[src/rtl/adc_seq_ctrl.sv]
module adc_seq_ctrl #(
  parameter int RES_W = 10
) (
  input  logic             clk,
  input  logic             rst_n,
  input  logic             wr_en,
  input  logic             reg_addr,
  input  logic [7:0]       wdata,
  output logic [7:0]       rdata,
  input  logic [2:0]       rd_ch,
  output logic [RES_W-1:0] rd_result,
  input  logic             tmr_trig,
  input  logic             ext_trig_n,
  output logic             conv_start,
  output logic [2:0]       conv_ch,
  input  logic             conv_done,
  input  logic [RES_W-1:0] conv_result,
  output logic             irq
);
  localparam int NCH = 6;

  logic [2:0]       ch, cur;
  logic             scan, busy, ie, flag, inflight, start_q;
  logic [1:0]       tsel;
  logic [2:0]       pin_s;
  logic [RES_W-1:0] res [NCH];

  logic       wr_ctrl, wr_trig, stop, hw_trig, go, legal, scan_n;
  logic [2:0] ch_n, first_n, first_c, last_c;

  assign wr_ctrl = wr_en & ~reg_addr;
  assign wr_trig = wr_en & reg_addr;
  assign stop    = wr_ctrl & ~wdata[5];
  assign ch_n    = (wr_ctrl & ~busy) ? wdata[2:0] : ch;
  assign scan_n  = (wr_ctrl & ~busy) ? wdata[4] : scan;
  assign legal   = ~(ch_n[2] & ch_n[1]);
  assign hw_trig = ((tsel == 2'b10) & tmr_trig) | ((tsel == 2'b11) & pin_s[2] & ~pin_s[1]);
  assign go      = ~busy & legal & ((wr_ctrl & wdata[5]) | hw_trig);
  assign first_n = scan_n ? {ch_n[2], 2'b00} : ch_n;
  assign first_c = scan ? {ch[2], 2'b00} : ch;
  assign last_c  = scan ? (ch[2] ? {2'b10, ch[0]} : {1'b0, ch[1:0]}) : ch;

  assign rdata      = reg_addr ? {tsel, 6'h3f} : {flag, ie, busy, scan, 1'b0, ch};
  assign rd_result  = (rd_ch < 3'(NCH)) ? res[rd_ch] : '0;
  assign conv_start = start_q;
  assign conv_ch    = cur;
  assign irq        = flag & ie;

  always_ff @(posedge clk or negedge rst_n) begin
    if (!rst_n) begin
      ch       <= '0;
      cur      <= '0;
      scan     <= 1'b0;
      busy     <= 1'b0;
      ie       <= 1'b0;
      flag     <= 1'b0;
      inflight <= 1'b0;
      start_q  <= 1'b0;
      tsel     <= '0;
      pin_s    <= '1;
      for (int i = 0; i < NCH; i++) res[i] <= '0;
    end else begin
      pin_s   <= {pin_s[1:0], ext_trig_n};
      start_q <= 1'b0;
      if (wr_ctrl) begin
        ie <= wdata[6];
        if (!busy) begin
          ch   <= wdata[2:0];
          scan <= wdata[4];
        end
      end
      if (wr_trig && !busy) tsel <= wdata[7:6];

      if (busy && inflight && conv_done && !stop && cur == last_c) flag <= 1'b1;
      else if (wr_ctrl && !wdata[7]) flag <= 1'b0;

      if (go) begin
        busy     <= 1'b1;
        cur      <= first_n;
        inflight <= 1'b0;
      end else if (stop) begin
        busy     <= 1'b0;
        inflight <= 1'b0;
      end else if (busy) begin
        if (!inflight) begin
          start_q  <= 1'b1;
          inflight <= 1'b1;
        end else if (conv_done) begin
          res[cur] <= conv_result;
          inflight <= 1'b0;
          if (cur == last_c) begin
            cur <= first_c;
            if (!scan) busy <= 1'b0;
          end else begin
            cur <= cur + 3'd1;
          end
        end
      end
    end
  end
endmodule

[config.mk]
export PLATFORM = sky130hd
export DESIGN_NAME = adc_seq_ctrl
export DESIGN_NICKNAME = d
export VERILOG_FILES = /design/src/rtl/adc_seq_ctrl.sv
export SDC_FILE = /design/constraint.sdc
export NUM_CORES = 1
export LEC_CHECK = 0
export BUFFER_PORTS_ARGS = -buffer_cell sky130_fd_sc_hd__buf_2
export CORE_UTILIZATION = 60
export CTS_BUF_LIST = sky130_fd_sc_hd__clkbuf_4
export CTS_CLUSTER_SIZE = 10
export DETAILED_ROUTE_END_ITERATION = 10
export PLACE_DENSITY_LB_ADDON = 0.1
export SLEW_MARGIN = 10
export SYNTH_ARGS = -nofsm -noshare
export SYNTH_HDL_FRONTEND = slang
export SYNTH_SLANG_ARGS = --single-unit
[constraint.sdc]
create_clock -name clk -period 2.92 [get_ports clk]
set_clock_uncertainty 0.1 [all_clocks]
set_input_delay 0.292 -clock clk [delete_from_list [all_inputs] [get_ports clk]]
set_output_delay 0.292 -clock clk [all_outputs]
set_load 0.1 [all_outputs]
Word level (Yosys, flattened, before mapping)
Index checks and enable logic that the tools add are counted.
{ "totals": {"reg_bits": 77, "output_inout_bits": 23, "word_cells": 104} }
{ "op_classes": {"n_addsub": 1, "n_lt_le_gt_ge": 4, "n_eq_ne": 4, "muxes": 38, "bitwise": 23, "reduce_logical": 18} }
{ "ops": {"columns": ["op", "n"], "rows": [
  ["$bwmux 60", 1],
  ["$mux 10", 4],
  ["$bmux 10 s3", 1],
  ["$demux 10 s3", 1],
  ["$mux 3", 9],
  ["$mux 1", 19],
  ["$and 1x1->1", 12],
  ["$ge 4x4->1 const B", 2],
  ["$mux 8", 1],
  ["$not 3->4", 2],
  ["$reduce_bool 2->1", 4],
  ["$logic_and 1x1->1", 7],
  ["$not 1->1", 7],
  ["$reduce_and 5->1", 1],
  ["$eq 2x2->1 const B", 2],
  ["$lt 4x1->1 const B", 1],
  ["$mux 2", 2],
  ["$reduce_and 4->1", 1],
  ["$add 3x1->3 const B", 1],
  ["$eq 3x3->1", 1],
  ["$logic_not 1->1", 3],
  ["$lt 3x3->1 const B", 1],
  ["$reduce_bool 3->1", 1],
  ["$ne 2x1->1 const B", 1],
  ["2 further kinds", 3]
]} }

Logic depth before layout (Yosys ltp)
{ "logic_depth": {"depth_word": 10, "mapped_depth": 7, "ltp_nobuf": 5} }

Worst setup path before layout
OpenSTA, ideal clock, no wires.
{ "synth_path": {"path_type": "input -> output", "startpoint": "input port rd_ch[0]", "endpoint": "output port rd_result[0]", "t_arrival_ns": 2.462, "path_slack_ns": 0.066, "stages": 4, "path_buffers": 2, "cell_sequence": "buf_2 -> buf_2 -> mux2i_1 -> o22ai_1"} }
{ "synth_between": {"elab_chain_cells": 5} }
{ "synth_rtl": {"columns": ["element", "line_no", "source"], "rows": [
  ["start: declaration", "10", "input logic [2:0] rd_ch,"],
  ["$not 3->4 (not written as such)", "44", "assign rd_result = (rd_ch < 3'(NCH)) ? res[rd_ch] : '0;"],
  ["$bmux 10 s3", "44", null],
  ["$mux 10 (not written as such) (2 in series)", "44", null],
  ["$mux 10 *", "44", null],
  ["end: declaration", "11", "output logic [RES_W-1:0] rd_result,"]
]} }
Every way passes the cells marked *; elsewhere a longest branch is shown, timed or not. The select of a mux whose other input is x is not followed.

Final worst setup path
{ "layout_path": {"startpoint": "input port rd_ch[0]", "endpoint": "output port rd_result[2]"} }
Same word-level chain as after synthesis.

==> out/qor.csv <==
metric,value,unit
Worst-Skew Late Latency,0.42,ns
Yosys top cell area share,49.7,%
Met1 Routed Length,3480,um
die height,80.8,um
CP Cell Sequence,"buf_2, mux4_2, inv_1, o22ai_1, buf_2",
Worst-path clk slew,0.10,ns
synth warn,0,
Design Power,4.59,mW
clk buf depth,2,
Crit. End Element,output pin,
PostCTS Resize Cnt,0,
"area leader, netlist",dfrtp_1,
Gate Count Post-Synth,275,
met2 wire length,3270,um
synthesized area,3730,sq um
post-synthesis sequential area ratio,51.8,%
Die W,80.8,um
largest net degree at the start of global routing,78,
"Top FF cell, synth",dfrtp_1,
critical path's slowest cell,mux4_2,
Via density,5.79,
met3 WL,208,um
max layer used,met4,
drt total wl,7120,um
clk root buf,clkbuf_4,
layout cell share with drive strength beyond 1,50.0,%
count of final setup violators,0,
"Max FO, Critical Path",18,
Total GRT Usage,24.4,%
clock sinks,77,
synthesized area per cell,13.6,sq um
CTS H-tree depth,3,
CP most frequent cell,buf_2,
first-pass GRT wire length,11500,um
Routability Congestion,0.824,
"FFs w/ async S/R, synth",100,%
DRT Pass-1 Iters,4,
Final Max Slew Viols,0,
startpoint type of the worst setup path,input port,
drt first-iter violations,156,
ANT cells,0,
RSZ-0062 raised after global routing,false,
max_slew headroom,36.5,%
hold slack,0.0259,ns
Cell Pwr Density,1100,nW/um^2
Worst EP arrival,1.85,ns
Fmax,0.447,GHz
status,"complete, no violations",
largest cells by area after synthesis,"dfrtp_1, mux2_2, mux4_2",
via count,2356,
post-CTS setup buffer count,0,
post-route ant nets,0,
Min-Delay Path Class,in -> reg,
Synth cell types,41,
Hold Fails Final Rpt,0,
Worst-Margin Slew,0.953,ns
period utilisation layout,76.7,%
final core occ,70.4,%
CP required,2.53,ns
pre-CTS setup slack,0.629,ns
drt drc,0,
initial antenna violation count,0,
initial cell density of the core,62.6,%
kind of critical path,in -> out,
CTS tree,built,
"EDFF count, synth",0,
synth-to-layout area growth,12.4,%
PortBufs,49,
Detailed Place HPWL,4670,um
Pleak,1.97,nW
row count,28,
max-cap violation count,0,
WL/cell,17.5,um
die area,6530,sq um
vias in the first global route,2294,
Sum Neg Setup Slack,0,ns
CTS buffer count,9,
Core Region,5960,sq um
cts hold-fix bufs,2,
top post-synthesis cells by count,"dfrtp_1, mux2_2, inv_1, mux2i_1",
Period minus WS final,2.24,ns
maximum resistive drop on vdd,0.763,mV
I/O Pins,51,
Slowest Stage Delay on Critical Path,0.59,ns
"count leader, synth",dfrtp_1,
Final #Nets,356,
Setup WS post-layout,0.681,ns
GR Overflow Total,0,
"FF+latch count, synth",77,
Synthesized Nets,304,
-- worst max-delay path, delay by kind of cell --
kind / cells / cell delay, ns
buffers and inverters: 3 / 0.88
muxes: 1 / 0.59
AOI/OAI and AO/OA: 1 / 0.07
-- path summary, 6_finish.rpt --
path,slack [ns],to,startpoint,cells after the start
min in group asynchronous,0.43,conv_start,rst_n,2
max in group asynchronous,1.64,tsel[1],rst_n,2
worst min register to register,0.26,pin_s[1],pin_s[0],0
worst max register to register,0.70,res[28],busy,5
worst max-delay path,0.68,rd_result[2],rd_ch[0],5
worst min-delay path,0.03,tsel[1],wdata[7],2
-- registers in the layout, indices dropped and copies added, names as in the netlist, 2 cells and up --
signal,count
ch,3
pin_s,3
conv_ch,3
tsel,2
res,60
-- routing by layer --
metal | global-route usage, % | vias to the layer above
met3 | 3.37 | 14
met5 | 0 | -
li1 | - | 1098
met2 | 35.8 | 45
met4 | 12.5 | 0
met1 | 35.6 | 1199
-- final cells by class --
class / instances / area [sq um]
sequential: 77 / 1930
inverter: 12 / 45.0
tap: 75 / 93.8
clock buffer: 11 / 82.6
multi-input combinational: 170 / 1670
fill: 436 / 1760
timing repair buffer: 57 / 313
clock inverter: 5 / 52.6
-- layout by cell type (no fill, tap or decap), types with 2 or more instances in the layout --
master,n
mux2_2,71
a31oi_1,2
dfstp_2,3
or2_2,5
buf_4,7
mux2i_1,12
nand2b_1,6
clkbuf_4,11
nor2_1,8
buf_2,48
nor2b_1,4
clkinvlp_4,2
clkinv_1,2
o221ai_1,2
inv_1,12
o22ai_1,10
a21oi_1,2
xor2_1,3
dfrtp_1,74
nand2_1,9
nor4b_2,2
mux4_2,10
o21ai_0,6
dlygate4sd3_1,2
nand3_2,2
-- report_power, final --
group	internal (mW)	switching [mW]	leakage [nW]	total, mW
Combinational	0.771	1.30	0.920	2.08
Sequential	1.52	0.365	0.982	1.89
Clock	0.275	0.356	0.0682	0.631
-- stage by stage --
step	cell area, sq um	cells
6_report	4190	407
3_3_place_gp	4040	389
5_1_grt	4190	407
4_1_cts	4190	407
3_5_place_dp	4040	389
2_1_floorplan	3730	275
-- cell families (layout without fill, tap and decap cells) --
| family | count (synthesis) | in the layout | synth area share, % |
|---|---|---|---|
| xor gates and xnor gates | 3 | 3 | 0.705 |
| AOI/OAI and AO/OA | 27 | 27 | 4.66 |
| and+or+nand+nor | 46 | 46 | 8.15 |
| adders and majority gates | 1 | 1 | 0.336 |
| DFF | 77 | 77 | 51.8 |
| muxes | 93 | 93 | 30.7 |
| buffers and inverters | 28 | 85 | 3.66 |
No activity file was read; power rests on OpenSTA's default activity.
